File: src/rtl/dq_sched_pkg.sv
`timescale 1ns/1ps
package dq_sched_pkg;

  typedef logic [1:0] burst_code_t;

  // Beats in one burst for a burst-length code: 1, 2, 4 or 8.
  function automatic int unsigned beats_of(input burst_code_t code);
    return 32'd1 << code;
  endfunction

  // Bring the configured CAS latency into the range the block supports.
  function automatic logic [1:0] clamp_cl(input logic [1:0] v, input int lo, input int hi);
    if (int'(v) < lo) return 2'(lo);
    if (int'(v) > hi) return 2'(hi);
    return v;
  endfunction

endpackage

File: src/rtl/dq_rd_occupancy.sv
`timescale 1ns/1ps
// Cycle map of read data on the bus. Bit i of the map means a read beat
// lands i cycles from now. A second map marks the beats to be masked.
module dq_rd_occupancy
  import dq_sched_pkg::*;
#(
  parameter int MAX_CL = 3,
  parameter int MAX_BL = 8
) (
  input  logic        clk,
  input  logic        rst_n,
  input  logic [1:0]  cl,
  input  burst_code_t bl,
  input  logic        rd_issue,
  input  logic        kill,
  output logic        beat_now,
  output logic        beat_masked,
  output logic        live_any,
  output logic        rd_clash
);
  localparam int MAP_W = MAX_CL + MAX_BL;

  logic [MAP_W-1:0] rd_map, msk_map;
  logic [MAP_W-1:0] new_now, new_next;

  // Bits start .. start+beats-1 set, others clear.
  function automatic logic [MAP_W-1:0] span(input int start, input int unsigned beats);
    logic [MAP_W-1:0] m;
    m = '0;
    for (int i = 0; i < MAP_W; i++)
      if (i >= start && i < start + int'(beats)) m[i] = 1'b1;
    return m;
  endfunction

  // The window a read issued now would occupy, seen from this cycle and
  // from the next one.
  assign new_now  = span(int'(cl), beats_of(bl));
  assign new_next = span(int'(cl) - 1, beats_of(bl));

  always_ff @(posedge clk) begin
    if (!rst_n) begin
      rd_map  <= '0;
      msk_map <= '0;
    end else begin
      rd_map  <= (rd_map >> 1) | (rd_issue ? new_next : '0);
      msk_map <= (msk_map | (kill ? rd_map : '0)) >> 1;
    end
  end

  assign beat_now    = rd_map[0];
  assign beat_masked = rd_map[0] & (msk_map[0] | kill);
  assign live_any    = |(rd_map & ~msk_map);
  assign rd_clash    = |(rd_map & new_now);

endmodule

File: src/rtl/dq_wr_beats.sv
`timescale 1ns/1ps
// Counts the write beats still to be driven after the command cycle.
module dq_wr_beats
  import dq_sched_pkg::*;
#(
  parameter int CNT_W = 3
) (
  input  logic             clk,
  input  logic             rst_n,
  input  burst_code_t      bl,
  input  logic             wr_issue,
  output logic [CNT_W-1:0] wr_left,
  output logic             wr_busy
);
  always_ff @(posedge clk) begin
    if (!rst_n)
      wr_left <= '0;
    else if (wr_issue)
      wr_left <= CNT_W'(beats_of(bl) - 1);
    else if (wr_left != '0)
      wr_left <= wr_left - 1'b1;
  end

  assign wr_busy = (wr_left != '0);

endmodule

File: src/rtl/dq_issue_ctrl.sv
`timescale 1ns/1ps
// Decides whether the offered request may issue in this cycle.
module dq_issue_ctrl #(
  parameter int CNT_W = 3
) (
  input  logic             req_valid,
  input  logic             req_write,
  input  logic             cut_read,
  input  logic [1:0]       cl,
  input  logic [CNT_W-1:0] wr_left,
  input  logic             live_any,
  input  logic             rd_clash,
  input  logic             last_rd_beat,
  output logic             req_ready,
  output logic             rd_issue,
  output logic             wr_issue,
  output logic             kill
);
  logic wr_idle, wr_ok, rd_ok;

  always_comb begin
    wr_idle = (wr_left == '0);
    // A write needs a quiet bus now, later, and in the cycle before.
    wr_ok = wr_idle && !live_any && !last_rd_beat;
    // The first read beat must come after the last write beat plus a gap.
    rd_ok = !rd_clash && (int'(wr_left) < int'(cl));
    req_ready = req_write ? wr_ok : rd_ok;
    rd_issue  = req_valid && !req_write && rd_ok;
    wr_issue  = req_valid && req_write && wr_ok;
    kill      = cut_read && req_valid && req_write && wr_idle && live_any;
  end

endmodule

File: src/rtl/dq_turn_sched.sv
`timescale 1ns/1ps
module dq_turn_sched
  import dq_sched_pkg::*;
#(
  parameter int DW     = 16,
  parameter int MIN_CL = 2,
  parameter int MAX_CL = 3,
  parameter int MAX_BL = 8
) (
  input  logic          clk,
  input  logic          rst_n,
  input  logic [1:0]    cfg_cas_lat,
  input  logic [1:0]    cfg_burst,
  input  logic          cfg_cut_read,
  input  logic          req_valid,
  input  logic          req_write,
  output logic          req_ready,
  input  logic [DW-1:0] wr_data,
  output logic          cmd_issue,
  output logic          cmd_write,
  output logic          dq_oe,
  output logic [DW-1:0] dq_out,
  output logic          dqm,
  output logic          rd_valid
);
  localparam int CNT_W = (MAX_BL > 1) ? $clog2(MAX_BL) : 1;

  logic [1:0]       cl_eff;
  logic             rd_issue, wr_issue, kill;
  logic             rd_beat_now, rd_beat_masked, live_any, rd_clash;
  logic [CNT_W-1:0] wr_left;
  logic             wr_busy;
  logic             rd_valid_q;

  assign cl_eff = clamp_cl(cfg_cas_lat, MIN_CL, MAX_CL);

  dq_rd_occupancy #(.MAX_CL(MAX_CL), .MAX_BL(MAX_BL)) u_rd (
    .clk(clk), .rst_n(rst_n), .cl(cl_eff), .bl(cfg_burst),
    .rd_issue(rd_issue), .kill(kill),
    .beat_now(rd_beat_now), .beat_masked(rd_beat_masked),
    .live_any(live_any), .rd_clash(rd_clash)
  );

  dq_wr_beats #(.CNT_W(CNT_W)) u_wr (
    .clk(clk), .rst_n(rst_n), .bl(cfg_burst), .wr_issue(wr_issue),
    .wr_left(wr_left), .wr_busy(wr_busy)
  );

  dq_issue_ctrl #(.CNT_W(CNT_W)) u_ctl (
    .req_valid(req_valid), .req_write(req_write), .cut_read(cfg_cut_read),
    .cl(cl_eff), .wr_left(wr_left), .live_any(live_any), .rd_clash(rd_clash),
    .last_rd_beat(rd_valid_q),
    .req_ready(req_ready), .rd_issue(rd_issue), .wr_issue(wr_issue), .kill(kill)
  );

  always_ff @(posedge clk) begin
    if (!rst_n) rd_valid_q <= 1'b0;
    else        rd_valid_q <= rd_valid;
  end

  assign cmd_issue = rd_issue | wr_issue;
  assign cmd_write = wr_issue;
  assign dq_oe     = wr_issue | wr_busy;
  assign dq_out    = dq_oe ? wr_data : '0;
  assign dqm       = rd_beat_masked;
  assign rd_valid  = rd_beat_now & ~rd_beat_masked;

endmodule

File: config.mk
export PLATFORM = sky130hd
export DESIGN_NAME = dq_turn_sched
export DESIGN_NICKNAME = d
export VERILOG_FILES = /design/src/rtl/dq_sched_pkg.sv /design/src/rtl/dq_rd_occupancy.sv /design/src/rtl/dq_wr_beats.sv /design/src/rtl/dq_issue_ctrl.sv /design/src/rtl/dq_turn_sched.sv
export SDC_FILE = /design/constraint.sdc
export NUM_CORES = 1
export LEC_CHECK = 0
export BUFFER_PORTS_ARGS = -buffer_cell sky130_fd_sc_hd__clkbuf_2
export CAP_MARGIN = 40
export CORE_MARGIN = 10
export CORE_UTILIZATION = 53
export CTS_BUF_LIST = sky130_fd_sc_hd__clkbuf_4 sky130_fd_sc_hd__clkbuf_8 sky130_fd_sc_hd__clkbuf_16
export DETAILED_ROUTE_END_ITERATION = 10
export PLACE_DENSITY = 0.81
export SLEW_MARGIN = 0
export SYNTH_ARGS = -nofsm -noshare
export SYNTH_HDL_FRONTEND = slang
export SYNTH_HIERARCHICAL = 1
export SYNTH_SLANG_ARGS = --single-unit
File: constraint.sdc
create_clock -name clk -period 10.15 [get_ports clk]
set_input_delay 1.5225 -clock clk [delete_from_list [all_inputs] [get_ports clk]]
set_output_delay 1.5225 -clock clk [all_outputs]
set_load 0.01 [all_outputs]
Yosys cells after proc, flatten, opt, wreduce, memory -nomap -nowiden:

Index checks and enable logic that the tools add are counted.

* register bits after elaboration: 26
* input bits: 25
* output and inout port bits: 22
* word-level logic and storage cells: 125

* add/sub/neg operators: 5
* order comparisons: 38
* shifts and indexed selects: 1
* muxes and demuxes: 31
* bitwise gates (word level): 11
* reduce and logical (&&, ||, !) cells: 34

Operators by type and width (count)
* $lt 4x32->1 const A: 8
* $lt 5x32->1 const A: 6
* $lt 3x32->1 const A: 4
* $add 3x32->32: 2
* $lt 1x32->1 const A: 2
* $lt 2x32->1 const A: 2
* $shl 1x2->32 const A: 1
* $logic_and 1x1->1: 25
* $mux 1: 24
* $and 11x11->11: 2
* $mux 11: 2
* $reduce_or 11->1: 2
* $ge 4x3->1 const A: 4
* $mux 16: 1
* $ge 5x3->1 const A: 3
* $not 11->11: 1
* $or 10x11->11: 1
* $or 11x11->11: 1
* $ge 3x3->1 const A: 2
* $mux 3: 2
* $sub 3x1->3 const B: 2
* $ge 1x2->1 const A: 2
* $logic_not 1->1: 4
* $mux 2: 2
* other kinds (12): 15

Longest topological paths before layout:

Gate-level depths: netlist (run 1).

* depth in word-level cells: 14
* gate-level depth with buffers: 16
* depth with buffers taken out: 15

By module:

Netlist (run 1), hierarchy kept.

By module, submodules not included
* dq_rd_occupancy: instances 1, cells each 157, area an instance 1253.7 µm², sequential area each 420.4 µm²
* dq_turn_sched: instances 1, cells each 27, area an instance 222.7 µm², sequential area each 20.0 µm²
* dq_wr_beats: instances 1, cells each 17, area an instance 167.7 µm², sequential area each 60.1 µm²
* dq_issue_ctrl: instances 1, cells each 13, area an instance 80.1 µm², sequential area each 0.0 µm²

Worst setup path after synthesis (run 1):

No wires, ideal clock.

* path kind: input port to output port
* start: input port cfg_burst[1]
* end: output port cmd_issue
* data arrival time: 4.170 ns
* required time: 8.628 ns
* path slack: 4.458 ns
* cell stages on the path: 11
* path buffers: 1
* path through: buf_6 > nor2b_1 > xnor2_1 > ha_1 > a221o_1 > a2111oi_2 > a21oi_1 > or4_1 > nor4_1 > and3_1 > or2_2

* word-level cells in the longest chain between the ends: 11
* elaborated cells between the ends (all ways): 33
* those cells by class: 1 x add/sub; 11 x order compare; 1 x shift; 11 x mux; 2 x bitwise; 7 x reduce/logical

RTL lines
* from (decl): line dq_turn_sched.sv:13 `input logic [1:0] cfg_burst,`
* $shl 1x2->32 (*)
* $add 3x32->32 (*): line dq_rd_occupancy.sv:31 `if (i >= start && i < start + int'(beats)) m[i] = 1'b1;`
* $lt 1x32->1, or another cell as far along: line dq_rd_occupancy.sv:31
* $logic_and 1x1->1: line dq_rd_occupancy.sv:31
* $mux 1: line dq_rd_occupancy.sv:31
* $and 11x11->11 (*): line dq_rd_occupancy.sv:53 `assign rd_clash = |(rd_map & new_now);`
* $reduce_or 11->1 (*): line dq_rd_occupancy.sv:53
* net rd_clash: line dq_turn_sched.sv:30 `logic rd_beat_now, rd_beat_masked, live_any, rd_clash;`
* $logic_not 1->1 (*): line dq_issue_ctrl.sv:26 `rd_ok = !rd_clash && (int'(wr_left) < int'(cl));`
* $logic_and 1x1->1 (*): line dq_issue_ctrl.sv:26
* $logic_and 1x1->1 (*): line dq_issue_ctrl.sv:28 `rd_issue = req_valid && !req_write && rd_ok;`
* net rd_issue: line dq_turn_sched.sv:29 `logic rd_issue, wr_issue, kill;`
* $or 1x1->1 (*): line dq_turn_sched.sv:61 `assign cmd_issue = rd_issue | wr_issue;`
* to (decl): line dq_turn_sched.sv:19 `output logic cmd_issue,`

The timed path passes the listed nets; every way through them passes the cells marked *.

Worst setup path in the final report (run 1):

* start: input port cfg_burst[0]
* end: output port cmd_issue

Same word-level chain as after synthesis.

==> results of run 1 <==
==> registers in the layout (all words and copies together) (netlist names) <==
name,count
rd_valid_q,1
u_rd/msk_map,10
u_wr/wr_left,3
u_rd/rd_map,11
==> power groups by stage <==
stage	logic [mW]	clock network, mW	registers, mW
floorplan	0.141	0	0.117
global placement	0.180	0	0.122
detailed placement	0.182	0	0.122
CTS	0.183	0.0496	0.119
global route	0.205	0.0542	0.121
finish	0.184	0.0468	0.120
==> cell type report <==
| class | instances | area (um2) | share of cell area, % |
|---|---|---|---|
| Clock buffer | 3 | 22.5 | 1.13 |
| Timing Repair Buffer | 47 | 238 | 11.9 |
| Clock inverter | 1 | 8.76 | 0.438 |
| Sequential cell | 25 | 500 | 25.0 |
| Tap cell | 44 | 55.1 | 2.76 |
| Multi-Input combinational cell | 163 | 1090 | 54.4 |
| Inverter | 23 | 86.3 | 4.32 |
==> cells in the final DEF (no fill, tap or decap), types with 2 or more instances in the layout <==
cell type and n:
a31oi_1 2, dfxtp_1 25, nand3_1 3, nor2b_1 5
nor2_1 21, a41oi_1 2, nand2_1 11, mux2i_1 2
nor3_1 2, xnor2_1 4, o22ai_1 4, and2_1 2
o211ai_1 2, or3_1 2, o21ai_0 11, inv_1 23
and3_1 3, a21oi_1 18, ha_1 13, o221ai_1 4
o21a_1 16, or2_2 2, conb_1 7, clkbuf_4 3
nand2b_1 3, clkbuf_2 46
==> how the worst max path moves through the flow <==
stage,startpoint,endpoint,slack (ns),depth (start not counted)
2_1_floorplan,cfg_burst[1],cmd_issue,4.46,11
3_3_place_gp,cfg_burst[0],cmd_issue,4.09,12
3_5_place_dp,cfg_burst[0],cmd_issue,3.96,12
4_1_cts,cfg_burst[0],cmd_issue,3.95,12
5_1_grt,cfg_burst[0],cmd_issue,3.67,12
6_report,cfg_burst[0],cmd_issue,3.96,12
==> layer usage <==
metal	vias up	track usage, %	share of wire [%]	routed length [um]
met3	2	4.90	10	452
met1	775	18.0	46	2050
li1	851	-	-	-
met2	78	24.5	44	1960
met5	-	0	0	0
met4	0	2.92	0.40	18
==> kinds of logic after synthesis <==
| kind of cell | Yosys count | share of synthesized area [%] |
|---|---|---|
| muxes | 2 | 1.16 |
| and+or+nand+nor | 61 | 18.3 |
| other | 1 | 0.217 |
| AOI/OAI and AO/OA | 74 | 29.5 |
| adders and majority gates | 14 | 10.0 |
| DFF | 25 | 29.0 |
| buffers and inverters | 32 | 9.22 |
| xor gates and xnor gates | 5 | 2.54 |
==> Yosys cell counts, drive strengths merged (2+ instances only) <==
master	number	area, um2
and2	2	12.5
nand2	11	41.3
o21ai	12	63.8
a31oi	2	12.5
ha	13	163
nor2	21	78.8
mux2i	2	20.0
buf	6	61.3
dfxtp	25	500
or2	2	12.5
xnor2	4	35.0
o22ai	4	25.0
clkbuf	3	11.3
nand3	3	15.0
inv	23	86.3
o221ai	4	35.0
o21a	16	120
o211ai	2	15.0
and3	3	18.8
or3	3	23.8
nor2b	5	31.3
a21oi	18	90.1
a41oi	2	17.5
nor3	2	10.0
nand2b	3	18.8
==> worst register-to-register path, cell delays in order, from the launching register on <==
cell and delay, ns:
dfxtp_1 0.36, inv_1 0.10, nor2_1 0.08, a2111oi_2 0.33, a21oi_1 0.06, or4_1 0.52, nor4_1 0.24, and3_1 0.22
nor2b_1 0.43, nand2_1 0.16, inv_1 0.10, o211ai_1 0.20, o21ai_0 0.20
==> metrics.txt, run 1 <==
GRT Total Usage roughly 15%; fmax approximately 160 MHz; H-tree Lvls 1; HPWL after DPL roughly 3600 um; reg-to-reg critical path endpoint u_rd/rd_map[8]; Fin Setup TNS 0 ns; fin nets 301; max-cap violations 0; Clock Power Share between 10% and 20%; Post-Place Cells approximately 300; post-synth cell types 51; Worst Path Buf+Inv 2; Via Count ~1,700; Fin. Hold Viols 0; Resized cells post-CTS 0; switching share of power slightly above 40%; share of cells above drive strength 1 between 20% and 30%; Final Cycle Share roughly three fifths; first-pass GRT wire length about 7500 um; die width 77.0 um; Ys Warns 6; Crit path max-delay family simple AND/OR/NAND/NOR gates; max_slew headroom 51.3%; Final Setup Violations 0; setup bufs post-CTS 0; RR Startpoint u_rd/rd_map[2]; Post-synth EDFFs 0; cell internal pwr a little over 0.2 mW; Hold Path Origin u_rd/msk_map[9]; Crit Path Class in -> out; Mapped Area ~1700 um2; GP Congestion slightly below 0.9; Starting Density a little under three fifths; status finished, final reports clean; sequential cell area fraction in the yosys report 29.0%; Vias/cell roughly 5.6; Ant. Diodes 0; crit path max fanout 14; fill count 269; Post-Synthesis Cells around 210; worst path cell trace clkbuf_2 -> nor2b_1 -> xnor2_1 -> ha_1 -> a221o_1 -> a2111oi_2 -> a21oi_1 -> or4_1 -> nor4_1 -> and3_1 -> or2_2 -> clkbuf_2; I/O Buffers 46; crit-path most repeated cell clkbuf_2; Die ar. 5930 um2; CTS Sinks 25; Primary FF master, synth dfxtp_1; synthesized flop and latch total 25; CP Launch Type input port; Clock Tree Root clkbuf_4; RSZ-0062 raised after global routing false; Tmin final about 6.2 ns; Worst Max-Slew Pin Slew ~0.73 ns; Synth Area per Inst roughly 8 um2; final wirelength roughly 4500 um; final global-route overflow total 0; drt initial violations approximately 110; row cnt 20; setup ws final 3.96 ns; Area Overhead vs Synth 15.9%; power density cells between 150 and 200 nW/um2; fraction of registers with async set/reset 0%; vias in the first global route 1,605; Die Span Y roughly 77 um; TritonCTS clock tree done; pre-CTS setup slack approximately 4 ns; Final Hold Slack around 0.5 ns; antenna-violating nets left 0; Comb power frac approximately 53%; Max Clock Skew 0.00820 ns; largest net degree at the start of global routing 26; DRC 0; Final Slew Violations 0; num ports 47; Hold Path Sink u_rd/msk_map[8]; Worst-path clk slew roughly 0.14 ns; Worst Hold Class reg -> reg; Area after DPL around 2000 um2; biggest cell delay along the critical path between 0.5 and 0.6 ns; worst endpoint data arrival time 4.67 ns; Switch Pwr about 0.14 mW; First-pass DRT Iterations 4; fin area 2000 um2; Hold-fix buffers, CTS 0; Peak VDD IR ~0.10 mV; CP required around 8.6 ns; core area 3080 um2; wire per inst between 10 and 15 um; total CTS buffers 3; Total Power roughly 0.35 mW; deepest clock path buffer count 2; sequential power share 34.2%; Worst R2R Path Depth 12; latest clock arrival within the worst-skew pair roughly 0.32 ns; fin util 64.9%; slowest CP cell or4_1; CP endpoint kind output port; non-filler cells, final approximately 310; Hold Crit Depth 2; initial antenna violation count 0; leakage ~0.95 nW; Worst R2R Setup Slack roughly 7.1 ns
No activity file was read; power rests on OpenSTA's default activity.
==> run 2: changes to the inputs <==
- CORE_UTILIZATION: 53 -> 52
- PLACE_DENSITY: 0.81 -> 0.79
- clock period: 10.15 -> 5.9 ns (I/O delays scaled with it)
==> metrics.txt, run 2 (synthesized netlist as in run 1, its figures left out) <==
biggest regs u_rd/rd_map: 11 flops, u_rd/msk_map: 10 flops, u_wr/wr_left: 3 flops; latest clock arrival within the worst-skew pair around 0.33 ns; Via Count between 1,500 and 2,000; fmax between 200 and 250 MHz; num ports 47; worst path cell trace clkbuf_2 -> nor2b_1 -> xnor2_1 -> ha_1 -> a221o_1 -> a2111oi_2 -> a21oi_1 -> or4_1 -> nor4_1 -> and3_1 -> or2_2 -> clkbuf_2; Crit path max-delay family simple AND/OR/NAND/NOR gates; largest register by flop count u_rd/rd_map; RSZ-0062 raised after global routing false; Crit Path Class in -> out; vias in the first global route ~1,600; die width 77.6 um; initial antenna violation count 0; Max Clock Skew between 0.005 and 0.006 ns; Final Slew Violations 0; Die Span Y approximately 78 um; GRT Total Usage approximately 15%; Final Cycle Share ~85%; core area approximately 3100 um2; slowest CP cell or4_1; Die ar. 6020 um2; CP endpoint kind output port; CP required around 5.0 ns; leakage about 0.95 nW; Worst Hold Class reg -> reg; Starting Density between 50% and 60%; First-pass DRT Iterations 4; max-cap violations 0; share of cells above drive strength 1 between 20% and 30%; max_slew headroom a little over half; worst endpoint data arrival time slightly above 4 ns; Vias/cell ~5.5; Fin Setup TNS 0 ns; H-tree Lvls 1; fin nets 301; most frequent cells in the layout clkbuf_2 (46), dfxtp_1 (25), inv_1 (23), nor2_1 (21), a21oi_1 (18); Worst Path Buf+Inv 2; most common cell after layout, fill and taps aside clkbuf_2; Final Hold Slack about 0.49 ns; power density cells between 300 and 400 nW/um2; crit path max fanout 14; Tmin final between 4 and 5 ns; Hold-fix buffers, CTS 0; biggest cell delay along the critical path between 0.5 and 0.6 ns; status finished, final reports clean; GP Congestion 0.847; footprint of the multi-input gates approximately 1100 um2; CP Launch Type input port; crit-path most repeated cell clkbuf_2; row cnt 20; max reg flops 11; largest net degree at the start of global routing 20; Clock Tree Root clkbuf_4; deepest clock path buffer count 2; HPWL after DPL about 3700 um; Final Setup Violations 0; drt initial violations about 110; final global-route overflow total 0; Fin. Hold Viols 0; fill count 294; final wirelength 4520 um; total CTS buffers 3; CTS Sinks 25; Worst-path clk slew roughly 0.15 ns; Area Overhead vs Synth 15.9%; wire per inst 14.8 um; antenna-violating nets left 0; Register Area around 500 um2; first-pass GRT wire length approximately 7500 um; Worst Max-Slew Pin Slew 0.679 ns; Peak VDD IR 0.198 mV; setup bufs post-CTS 0; I/O Buffers between 40 and 50; Resized cells post-CTS 0; Ant. Diodes 0; TritonCTS clock tree done; DRC 0
## run 2: cell counts in the layout (fill, tap and decap cells not counted)
Identical to the previous run, type by type.
## run 2: cell type report
| type | instances | share of cell area [%] |
|---|---|---|
| sequential | 25 | 25.0 |
| timing repair buffer | 47 | 11.9 |
| tap | 44 | 2.76 |
| inverter | 23 | 4.32 |
| clock inverter | 1 | 0.438 |
| clock buffer | 3 | 1.13 |
| multi-input combinational | 163 | 54.4 |
## run 2: through the flow
stage               util, %  total power, mW  cell area [um2]  instances  setup WS [ns]
detailed placement     63.4            0.525             1970        302          0.951
CTS                    64.4            0.610             2000        306          0.946
global placement       63.4            0.523             1970        302           1.08
floorplan                 -            0.444             1750        220           1.48
global route           64.4            0.653             2000        306          0.663
finish                 64.4            0.607             2000        306          0.907
## run 2: final timing paths
| path | start | end | slack, ns | cells after the start |
|---|---|---|---|---|
| max | cfg_burst[0] | cmd_issue | 0.91 | 12 |
| min | u_rd/msk_map[1] | u_rd/msk_map[0] | 0.49 | 2 |
| min reg2reg | u_rd/msk_map[1] | u_rd/msk_map[0] | 0.49 | 2 |
| max reg2reg | u_rd/rd_map[2] | u_rd/rd_map[10] | 2.89 | 12 |
## run 2: per-layer routing
| layer | vias up | routed length, um | share of wire, % | track usage (%) |
|---|---|---|---|---|
| met3 | 4 | 367 | 8.1 | 5.07 |
| met5 | - | 0 | 0 | 0 |
| met1 | 746 | 2160 | 48 | 19.0 |
| met4 | 0 | 18 | 0.40 | 3.10 |
| met2 | 70 | 1970 | 44 | 22.6 |
| li1 | 848 | - | - | - |
## run 2: report_power, final
| group | leakage (nW) | internal (mW) | switching, mW |
|---|---|---|---|
| Combinational | 0.730 | 0.141 | 0.176 |
| Clock | 0.0183 | 0.0276 | 0.0556 |
| Sequential | 0.203 | 0.186 | 0.0203 |
| Total | 0.951 | 0.355 | 0.252 |
## run 2: worst min-delay path, stage by stage (launching register included)
cell and delay (ns):
dfxtp_1 0.36, a21oi_1 0.04, nor2_1 0.07
